--- src/rtl/ivt_pkg.sv ---
package ivt_pkg;
  localparam int unsigned NUM_REGS = 6;
  localparam int unsigned IDX_W    = $clog2(NUM_REGS);
  localparam int unsigned CNT_W    = 32;
  localparam int unsigned HALF_W   = CNT_W / 2;
  localparam int unsigned CTRL_W   = 4;

  typedef enum logic [IDX_W-1:0] {
    REG_STAT = 3'd0,
    REG_CTRL = 3'd1,
    REG_CLO  = 3'd2,
    REG_CHI  = 3'd3,
    REG_SLO  = 3'd4,
    REG_SHI  = 3'd5
  } reg_idx_e;

  localparam int unsigned C_IRQ_EN = 0;
  localparam int unsigned C_CONT   = 1;
  localparam int unsigned C_START  = 2;
  localparam int unsigned C_STOP   = 3;
endpackage

--- src/rtl/ivt_decode.sv ---
module ivt_decode
  import ivt_pkg::*;
#(
  parameter int unsigned ADDR_W    = 8,
  parameter logic [ADDR_W-1:0] BASE_ADDR = 8'h40
) (
  input  logic [ADDR_W-1:0]   addr_i,
  output logic [NUM_REGS-1:0] sel_o
);
  localparam logic [ADDR_W:0] END_ADDR = {1'b0, BASE_ADDR} + (NUM_REGS * 4);

  logic [ADDR_W-1:0] offset;
  logic              hit;
  logic [IDX_W-1:0]  idx;
  logic              unused_low;

  assign offset     = addr_i - BASE_ADDR;
  assign hit        = (addr_i >= BASE_ADDR) && ({1'b0, addr_i} < END_ADDR);
  assign idx        = offset[IDX_W+1:2];
  assign unused_low = ^{offset[1:0], offset[ADDR_W-1:IDX_W+2]};

  for (genvar g = 0; g < NUM_REGS; g++) begin : g_sel
    assign sel_o[g] = hit && (idx == IDX_W'(g));
  end


  always_comb begin
    one_sel_chk: assert ($onehot0(sel_o));
  end
endmodule

--- src/rtl/ivt_counter.sv ---
module ivt_counter
  import ivt_pkg::*;
(
  input  logic              clk_i,
  input  logic              rst_ni,
  input  logic              tick_i,
  input  logic              start_i,
  input  logic              stop_i,
  input  logic              cont_i,
  input  logic              wr_lo_i,
  input  logic              wr_hi_i,
  input  logic [HALF_W-1:0] wdata_i,
  output logic [CNT_W-1:0]  count_o,
  output logic              timeout_o
);
  logic [CNT_W-1:0] period_q, period_d, count_q, dec;
  logic             wr, enabled, hold, step;

  assign wr = wr_lo_i | wr_hi_i;

  always_comb begin
    period_d = period_q;
    if (wr_lo_i) period_d[HALF_W-1:0]     = wdata_i;
    if (wr_hi_i) period_d[CNT_W-1:HALF_W] = wdata_i;
  end

  assign enabled   = start_i & ~stop_i;
  assign hold      = (count_q == period_q) & ~cont_i;
  assign step      = tick_i & enabled & ~hold;
  assign dec       = (count_q > CNT_W'(2)) ? count_q - CNT_W'(2) : '0;
  assign timeout_o = step & ~wr & (dec == '0);
  assign count_o   = count_q;

  always_ff @(posedge clk_i or negedge rst_ni) begin
    if (!rst_ni) begin
      period_q <= '0;
      count_q  <= '0;
    end else if (wr) begin
      period_q <= period_d;
      count_q  <= period_d;
    end else if (step) begin
      count_q  <= (dec == '0) ? period_q : dec;
    end
  end


  idle_hold_chk: assert property (@(posedge clk_i) disable iff (!rst_ni)
    (!tick_i && !wr) |=> $stable(count_q));

  stop_hold_chk: assert property (@(posedge clk_i) disable iff (!rst_ni)
    (stop_i && !wr) |=> $stable(count_q));

  wr_reload_chk: assert property (@(posedge clk_i) disable iff (!rst_ni)
    wr |=> (count_q == period_q));

  to_reload_chk: assert property (@(posedge clk_i) disable iff (!rst_ni)
    timeout_o |=> (count_q == period_q));

  oneshot_hold_chk: assert property (@(posedge clk_i) disable iff (!rst_ni)
    ((count_q == period_q) && !cont_i && !wr) |=> $stable(count_q));
endmodule

--- src/rtl/ivt_csr.sv ---
module ivt_csr
  import ivt_pkg::*;
(
  input  logic                clk_i,
  input  logic                rst_ni,
  input  logic [NUM_REGS-1:0] sel_i,
  input  logic                we_i,
  input  logic                re_i,
  input  logic [31:0]         wdata_i,
  input  logic [CNT_W-1:0]    count_i,
  input  logic                timeout_i,
  output logic [CTRL_W-1:0]   ctrl_o,
  output logic [31:0]         rdata_o,
  output logic                irq_o
);
  logic [CTRL_W-1:0] ctrl_q;
  logic              to_q, run, unused_hi;
  logic [31:0]       rd_mux;

  assign unused_hi = ^wdata_i[31:CTRL_W];
  assign run       = ctrl_q[C_START] & ~ctrl_q[C_STOP];

  always_ff @(posedge clk_i or negedge rst_ni) begin
    if (!rst_ni) begin
      ctrl_q <= '0;
      to_q   <= 1'b0;
    end else begin
      if (we_i && sel_i[REG_CTRL]) ctrl_q <= wdata_i[CTRL_W-1:0];
      // a timeout in the same cycle beats a software clear
      if (timeout_i)                                  to_q <= 1'b1;
      else if (we_i && sel_i[REG_STAT] && !wdata_i[0]) to_q <= 1'b0;
    end
  end

  always_comb begin
    rd_mux = '0;
    unique case (1'b1)
      sel_i[REG_STAT]: rd_mux = {30'd0, run, to_q};
      sel_i[REG_CTRL]: rd_mux = {{(32-CTRL_W){1'b0}}, ctrl_q};
      sel_i[REG_CLO],
      sel_i[REG_SLO]:  rd_mux = {16'd0, count_i[HALF_W-1:0]};
      sel_i[REG_CHI],
      sel_i[REG_SHI]:  rd_mux = {16'd0, count_i[CNT_W-1:HALF_W]};
      default:         rd_mux = '0;
    endcase
  end

  assign rdata_o = re_i ? rd_mux : '0;
  assign ctrl_o  = ctrl_q;
  assign irq_o   = ctrl_q[C_IRQ_EN] & to_q;


  irq_clear_chk: assert property (@(posedge clk_i) disable iff (!rst_ni)
    (we_i && sel_i[REG_STAT] && !wdata_i[0] && !timeout_i) |=> !irq_o);

  to_set_chk: assert property (@(posedge clk_i) disable iff (!rst_ni)
    timeout_i |=> to_q);

  irq_keep_chk: assert property (@(posedge clk_i) disable iff (!rst_ni)
    (irq_o && !(we_i && (sel_i[REG_STAT] || sel_i[REG_CTRL]))) |=> irq_o);
endmodule

--- src/rtl/ivt_timer.sv ---
module ivt_timer
  import ivt_pkg::*;
#(
  parameter int unsigned       ADDR_W    = 8,
  parameter logic [ADDR_W-1:0] BASE_ADDR = 8'h40
) (
  input  logic              clk_i,
  input  logic              rst_ni,
  input  logic              tick_i,
  input  logic [ADDR_W-1:0] addr_i,
  input  logic              we_i,
  input  logic [31:0]       wdata_i,
  input  logic              re_i,
  output logic [31:0]       rdata_o,
  output logic              irq_o
);
  logic [NUM_REGS-1:0] sel;
  logic [CTRL_W-1:0]   ctrl;
  logic [CNT_W-1:0]    count;
  logic                timeout;

  ivt_decode #(.ADDR_W(ADDR_W), .BASE_ADDR(BASE_ADDR)) u_decode (
    .addr_i (addr_i),
    .sel_o  (sel)
  );

  ivt_counter u_counter (
    .clk_i     (clk_i),
    .rst_ni    (rst_ni),
    .tick_i    (tick_i),
    .start_i   (ctrl[C_START]),
    .stop_i    (ctrl[C_STOP]),
    .cont_i    (ctrl[C_CONT]),
    .wr_lo_i   (we_i & sel[REG_CLO]),
    .wr_hi_i   (we_i & sel[REG_CHI]),
    .wdata_i   (wdata_i[HALF_W-1:0]),
    .count_o   (count),
    .timeout_o (timeout)
  );

  ivt_csr u_csr (
    .clk_i     (clk_i),
    .rst_ni    (rst_ni),
    .sel_i     (sel),
    .we_i      (we_i),
    .re_i      (re_i),
    .wdata_i   (wdata_i),
    .count_i   (count),
    .timeout_i (timeout),
    .ctrl_o    (ctrl),
    .rdata_o   (rdata_o),
    .irq_o     (irq_o)
  );
endmodule

--- config.mk ---
export PLATFORM = sky130hd
export DESIGN_NAME = ivt_timer
export DESIGN_NICKNAME = d
export VERILOG_FILES = /design/src/rtl/ivt_pkg.sv /design/src/rtl/ivt_decode.sv /design/src/rtl/ivt_counter.sv /design/src/rtl/ivt_csr.sv /design/src/rtl/ivt_timer.sv
export SDC_FILE = /design/constraint.sdc
export NUM_CORES = 1
export LEC_CHECK = 0
export ABC_AREA = 1
export ABC_CLOCK_PERIOD_IN_PS = 4190
export BUFFER_PORTS_ARGS = -buffer_cell sky130_fd_sc_hd__buf_2
export CAP_MARGIN = 40
export CORE_MARGIN = 3
export CORE_UTILIZATION = 40
export CTS_CLUSTER_DIAMETER = 50
export DETAILED_ROUTE_END_ITERATION = 7
export PLACE_DENSITY_LB_ADDON = 0.25
export RECOVER_POWER = 100
export SLEW_MARGIN = 20
export SYNTH_ARGS = -nofsm -noshare
export SYNTH_HDL_FRONTEND = slang
export SYNTH_SLANG_ARGS = --single-unit
--- constraint.sdc ---
create_clock -name clk_i -period 4.19 [get_ports clk_i]
set_input_delay 0.419 -clock clk_i [delete_from_list [all_inputs] [get_ports clk_i]]
set_output_delay 0.419 -clock clk_i [all_outputs]
set_load 0.005 [all_outputs]
==> Word level (Yosys, flattened, before mapping) <==
Cells that the tools add are included.
{ "totals": {"register_bits": 69, "input_bits": 45, "out_inout_bits": 33, "word_cells": 56} }
{ "classes": {"n_addsub": 2, "order_cmp": 3, "n_eq_ne": 6, "n_mux": 10, "bitwise_logic": 14, "reduce_logical": 17} }
{ "ops": {"columns": ["op", "n"], "rows": [
  ["two-way mux 32 bit", 4],
  ["one-hot mux 16 bit (4 select lines)", 1],
  ["two-way mux 16 bit", 3],
  ["equality test 32 bit", 1],
  ["> comparator 32 x 2 -> 1 bit (second input constant)", 1],
  ["zero test 32 bit", 1],
  ["subtractor 32 x 2 -> 32 bit (second input constant)", 1],
  ["logical AND 1 bit", 10],
  ["bitwise AND 1 bit", 9],
  [">= comparator 8 x 7 -> 1 bit (second input constant)", 1],
  ["< comparator 8 x 7 -> 1 bit (second input constant)", 1],
  ["equality test 3 x 2 -> 1 bit (second input constant)", 2],
  ["equality test 3 bit (second input constant)", 2],
  ["subtractor 5 x 1 -> 5 bit (second input constant)", 1],
  ["NOT 1 bit", 4],
  ["nonzero test 2 bit", 2],
  ["OR reduction 2 bit", 2],
  ["equality test 3 x 1 -> 1 bit (second input constant)", 1],
  ["zero test 3 bit", 1],
  ["two-way mux 1 bit", 2],
  ["zero test 1 bit", 1],
  ["bitwise OR 1 bit", 1]
]} }

==> Logic depth before layout (Yosys ltp) <==
{ "depth": {"ltp_word": 9, "mapped_depth": 18, "ltp_nobuf": 17} }

==> By module <==
Synthesis repeated with hierarchy kept, for this count alone.
{ "unflattened": {"cells_unflattened": 916, "hier_area_um2": 5614.1} }
{ "by_module_without_submodules": {"columns": ["module", "n_inst", "cells_each", "area_per_inst_um2", "seq_area_each_um2"], "rows": [
  ["ivt_counter", 1, 776, 4845.9, 1601.5],
  ["ivt_csr", 1, 117, 674.4, 125.1],
  ["ivt_decode", 1, 19, 78.8, 0.0],
  ["ivt_timer", 1, 4, 15.0, 0.0]
]} }

==> Worst setup path after synthesis <==
Ideal clock, no wire load.
{ "synth_timing": {"kind": "register -> register", "from": "register u_counter.count_q[1], in the netlist u_counter.count_o[1]", "to": "register u_counter.count_q[10], in the netlist u_counter.count_o[10]", "setup_ns": 0.118, "t_arrival_ns": 2.045, "required_time_ns": 4.072, "path_slack_ns": 2.027, "path_stages_with_launch": 17, "path_buffers": 1, "synth_period_minus_slack_ns": 2.163, "cell_sequence": "dfrtp_1 -> inv_1 -> ha_1 -> nand2_2 -> nor2_1 -> nand2_1 -> inv_1 -> nand3_1 -> nand3_1 -> nand2_1 -> nor2_1 -> nand2_1 -> nor2_4 -> buf_2 -> nand3_1 -> nand3_1 -> nand2_1"} }
{ "synth_via": {"elab_chain_cells": 6, "word_cells_on_any_way": 12, "cone_classes": "add/sub (1); order compare (1); eq/ne (1); mux (4); bitwise (3); reduce/logical (2)"} }
{ "synth_lines": {"columns": ["item", "line", "text"], "rows": [
  ["start, declared", "ivt_counter.sv:16", "logic [CNT_W-1:0] period_q, period_d, count_q, dec;"],
  ["start signal, assigned", "ivt_counter.sv:40", "count_q <= period_d;"],
  ["start signal, assigned", "ivt_counter.sv:42", "count_q <= (dec == '0) ? period_q : dec;"],
  ["subtractor 32 x 2 -> 32 bit or > comparator 32 x 2 -> 1 bit (tied branches)", "ivt_counter.sv:30", "assign dec = (count_q > CNT_W'(2)) ? count_q - CNT_W'(2) : '0;"],
  ["two-way mux 32 bit", "ivt_counter.sv:30", null],
  ["zero test 32 bit", "ivt_counter.sv:42", null],
  ["two-way mux 32 bit", "ivt_counter.sv:42", null],
  ["two-way mux 32 bit", "ivt_counter.sv:41", "end else if (step) begin"],
  ["two-way mux 32 bit", "ivt_counter.sv:38", "end else if (wr) begin"]
]} }
Parallel ways exist; a longest one is shown, timed or not. The select of a mux whose other input is x is not followed.
A chain may end at the register's enable or synchronous reset.

==> Worst setup path after layout <==
{ "layout_timing": {"from": "register u_counter.count_q[11], in the netlist u_counter.count_o[11]", "to": "register u_csr.to_q"} }
{ "layout_via": {"elab_chain_cells": 7, "word_cells_on_any_way": 12, "cone_classes": "add/sub (1); order compare (1); eq/ne (1); mux (2); bitwise (5); reduce/logical (2)"} }
{ "layout_lines": {"columns": ["item", "line", "text"], "rows": [
  ["parallel branches: the longest is 5 deep, another holds subtractor 32 x 2 -> 32 bit", null, null],
  ["bitwise AND 1 bit *", "ivt_counter.sv:31", "assign timeout_o = step & ~wr & (dec == '0);"],
  ["two-way mux 1 bit or nonzero test 2 bit (tied branches)", null, null],
  ["end signal, assigned", "ivt_csr.sv:26", "to_q <= 1'b0;"],
  ["end signal, assigned", "ivt_csr.sv:30", "if (timeout_i) to_q <= 1'b1;"],
  ["end signal, assigned", "ivt_csr.sv:31", "else if (we_i && sel_i[REG_STAT] && !wdata_i[0]) to_q <= 1'b0;"],
  ["end, declared", "ivt_csr.sv:17", "logic to_q, run, unused_hi;"]
]} }
Mark *: on every way between the ends.

==> qor.txt <==
post-synthesis sequential area ratio: 32.0%
Starting DRT DRC Count: 456
share of post-route cells with drive strength above 1: 7.03%
Synth Flop Type: dfrtp_1
first-pass GRT wire length: 29600 um
port bufs: 43
number of instances in the placed design: 1066
Post-synth EDFFs: 0
Final period util: 87.9%
largest net degree at the start of global routing: 44
maximum VDD drop: 0.000235 V
WP data arrival: 3950 ps
fraction of registers with async set/reset: 100%
Starting Density: 41.9%
area of the die: 14900 um2
Pwr Total: 3410 uW
Synth cell types: 34
row count: 41
PostCTS Resize Cnt: 0
CP required: 4460 ps
Post-Layout Cell Count: 1082
Max Slew Vio Count: 60
storage element area: 1730 um2
hold-fix buffers at CTS: 0
initial antenna violation count: 0
number of global-route vias before repair: 5399
DRC: 0
Critical Path Fanout Max: 32
PD cells: 576 nW/um2
Die Span X: 122 um
gp weighted congestion: 0.980
unrepaired setup endpoints after global routing: no
mean post-synth cell area: 6.17 um2
Hold Crit Class: in2reg
Layout area overhead: 9.82%
failing checks: max-capacitance violations, max-slew violations
# nets final: 951
H-tree level count: 3
Core Box Area: 12900 um2
Worst-path clk slew: 60 ps
finished layout cell area: 5920 um2
synth warn: 0
final setup fails: 0
DRT Wirelength: 18400 um
crit path time final: 3680 ps
Final ANT Viol Nets: 0
Synth area leader: dfrtp_1
die height: 122 um
CTS tree: done
Setup Skew: 5.77 ps
count leader, synth: nand2_1
Antenna Cells: 0
Clock Root Buffer: clkbuf_16
CP endpoint kind: register
CTS Buf Count: 9
footprint of the multi-input gates: 2950 um2
dpl hpwl: 13800 um
clk_lat worst skew: 350 ps
via count: 5678
clk sinks: 69
Startpoint Class: register
Max-slew headroom: -9.88%
top-area cell type share of the netlist area: 32.0%
Pre-antenna DRT Iters: 5
final hold violation count: 0
post-DR wirelength/cell: 17.0 um
Max-cap violations: 2
Leakage Power: 0.00300 uW
I/O Pins: 78
reg2reg path depth: 15
mean number of vias per cell: 5.25
Max Fclk: 272 MHz
total track usage: 25.9%
Area after DPL: 5690 um2
Synth area leaders: dfrtp_1, nand2_1, nand3_1
# Post-CTS Setup Buffers: 0
clock tree buffer depth: 2
critical path type: reg2reg
Commonest cells post-synth: nand2_1, inv_1, nand3_1
Congestion Overflow GR: 0
number of synthesized register bits: 69
final setup TNS: 0 ps
outcome: complete, but fails checks
Mapped Area: 5390 um2
Hold Path Depth: 2
# fillers: 1454
measured slew at the worst slew-check pin: 1650 ps
synthesized instance count: 874
-- path summary, 6_finish.rpt --
| kind | end | slack, ps | startpoint |
|---|---|---|---|
| min reg2reg | u_counter.period_q[5] | 490 | u_counter.period_q[5] |
| max in group asynchronous | u_counter.period_q[27] | 2740 | rst_ni |
| min | u_counter.period_q[15] | 330 | wdata_i[15] |
| max | u_csr.to_q | 510 | u_counter.count_o[11] |
| min in group asynchronous | u_csr.ctrl_o[2] | 480 | rst_ni |
| max reg2reg | u_csr.to_q | 510 | u_counter.count_o[11] |
-- sequential cells by signal, indices dropped and copies added, names as in the netlist --
name,count
u_counter.count_o,32
u_csr.ctrl_o,4
u_counter.period_q,32
u_csr.to_q,1
-- power breakdown --
part | switching, uW | internal (uW)
sequential | 330 | 850
clock | 288 | 433
combinational | 994 | 511
total | 1610 | 1790
-- through the flow --
step           worst slack, ps  util, %  hold WS, ps
3_3_place_gp               779     43.9          473
2_1_floorplan             2030        -          123
4_1_cts                    736     46.3         7.18
6_report                   509     46.0          329
5_1_grt                    260     46.0          340
3_5_place_dp               752     44.2          375
-- placed cells by master (no fill, tap or decap), types with 2 or more instances in the layout --
cell,netlist,final
a21oi_1,27,27
a221oi_1,2,2
buf_2,6,27
buf_4,20,7
clkbuf_1,16,20
clkbuf_16,0,9
clkbuf_2,0,2
clkbuf_8,0,2
clkinv_1,2,3
conb_1,1,16
dfrtp_1,69,69
inv_1,119,120
inv_2,4,2
mux2_1,0,4
nand2_1,275,275
nand2_2,2,3
nand3_1,113,113
nand4_1,8,8
nor2_1,87,86
nor2_2,5,6
nor2_4,3,3
nor3_1,9,9
o21ai_0,57,57
o22ai_1,12,12
xnor2_1,2,2
xor2_1,15,15
-- metal layers --
| metal | vias up | wire (um) | track usage [%] |
|---|---|---|---|
| met2 | 199 | 8270 | 40.7 |
| met4 | 0 | 426 | 8.96 |
| met3 | 34 | 1040 | 3.62 |
| met5 | - | 0 | 0 |
| met1 | 2642 | 8630 | 36.7 |
| li1 | 2803 | - | - |
-- worst max-delay path, stage by stage, from the launching register on --
cell and delay (ps):
dfrtp_1 460, nor2_1 230, nand2_1 140, nor2_1 160, nand2_1 120, clkinv_1 70
nand2_2 370, nand3_1 250, nand2_1 80, nor2_1 180, nand2_1 130, nor2_4 410
nand2_2 530, inv_1 250, nand2_1 90, o21ai_0 100
-- final cells by class --
class / instances / share of cell area, %
Sequential cell: 69 / 29.2
Inverter: 125 / 7.93
Clock inverter: 1 / 0.0846
Tap cell: 172 / 3.64
Clock buffer: 15 / 4.52
Multi-Input combinational cell: 647 / 49.8
Timing Repair Buffer: 53 / 4.82
-- kinds of logic (layout without fill, tap and decap cells) --
| group | Yosys count | after routing | synth area share (%) |
|---|---|---|---|
| buffers and inverters | 173 | 194 | 14.1 |
| muxes | 5 | 5 | 1.04 |
| adders and majority gates | 1 | 1 | 0.232 |
| xor gates and xnor gates | 17 | 17 | 2.76 |
| AOI/OAI and AO/OA | 102 | 102 | 10.2 |
| other | 1 | 16 | 0.0696 |
| and+or+nand+nor | 506 | 506 | 39.5 |
| DFF | 69 | 69 | 32.0 |
Note: power is estimated with default switching activity, not from simulation.
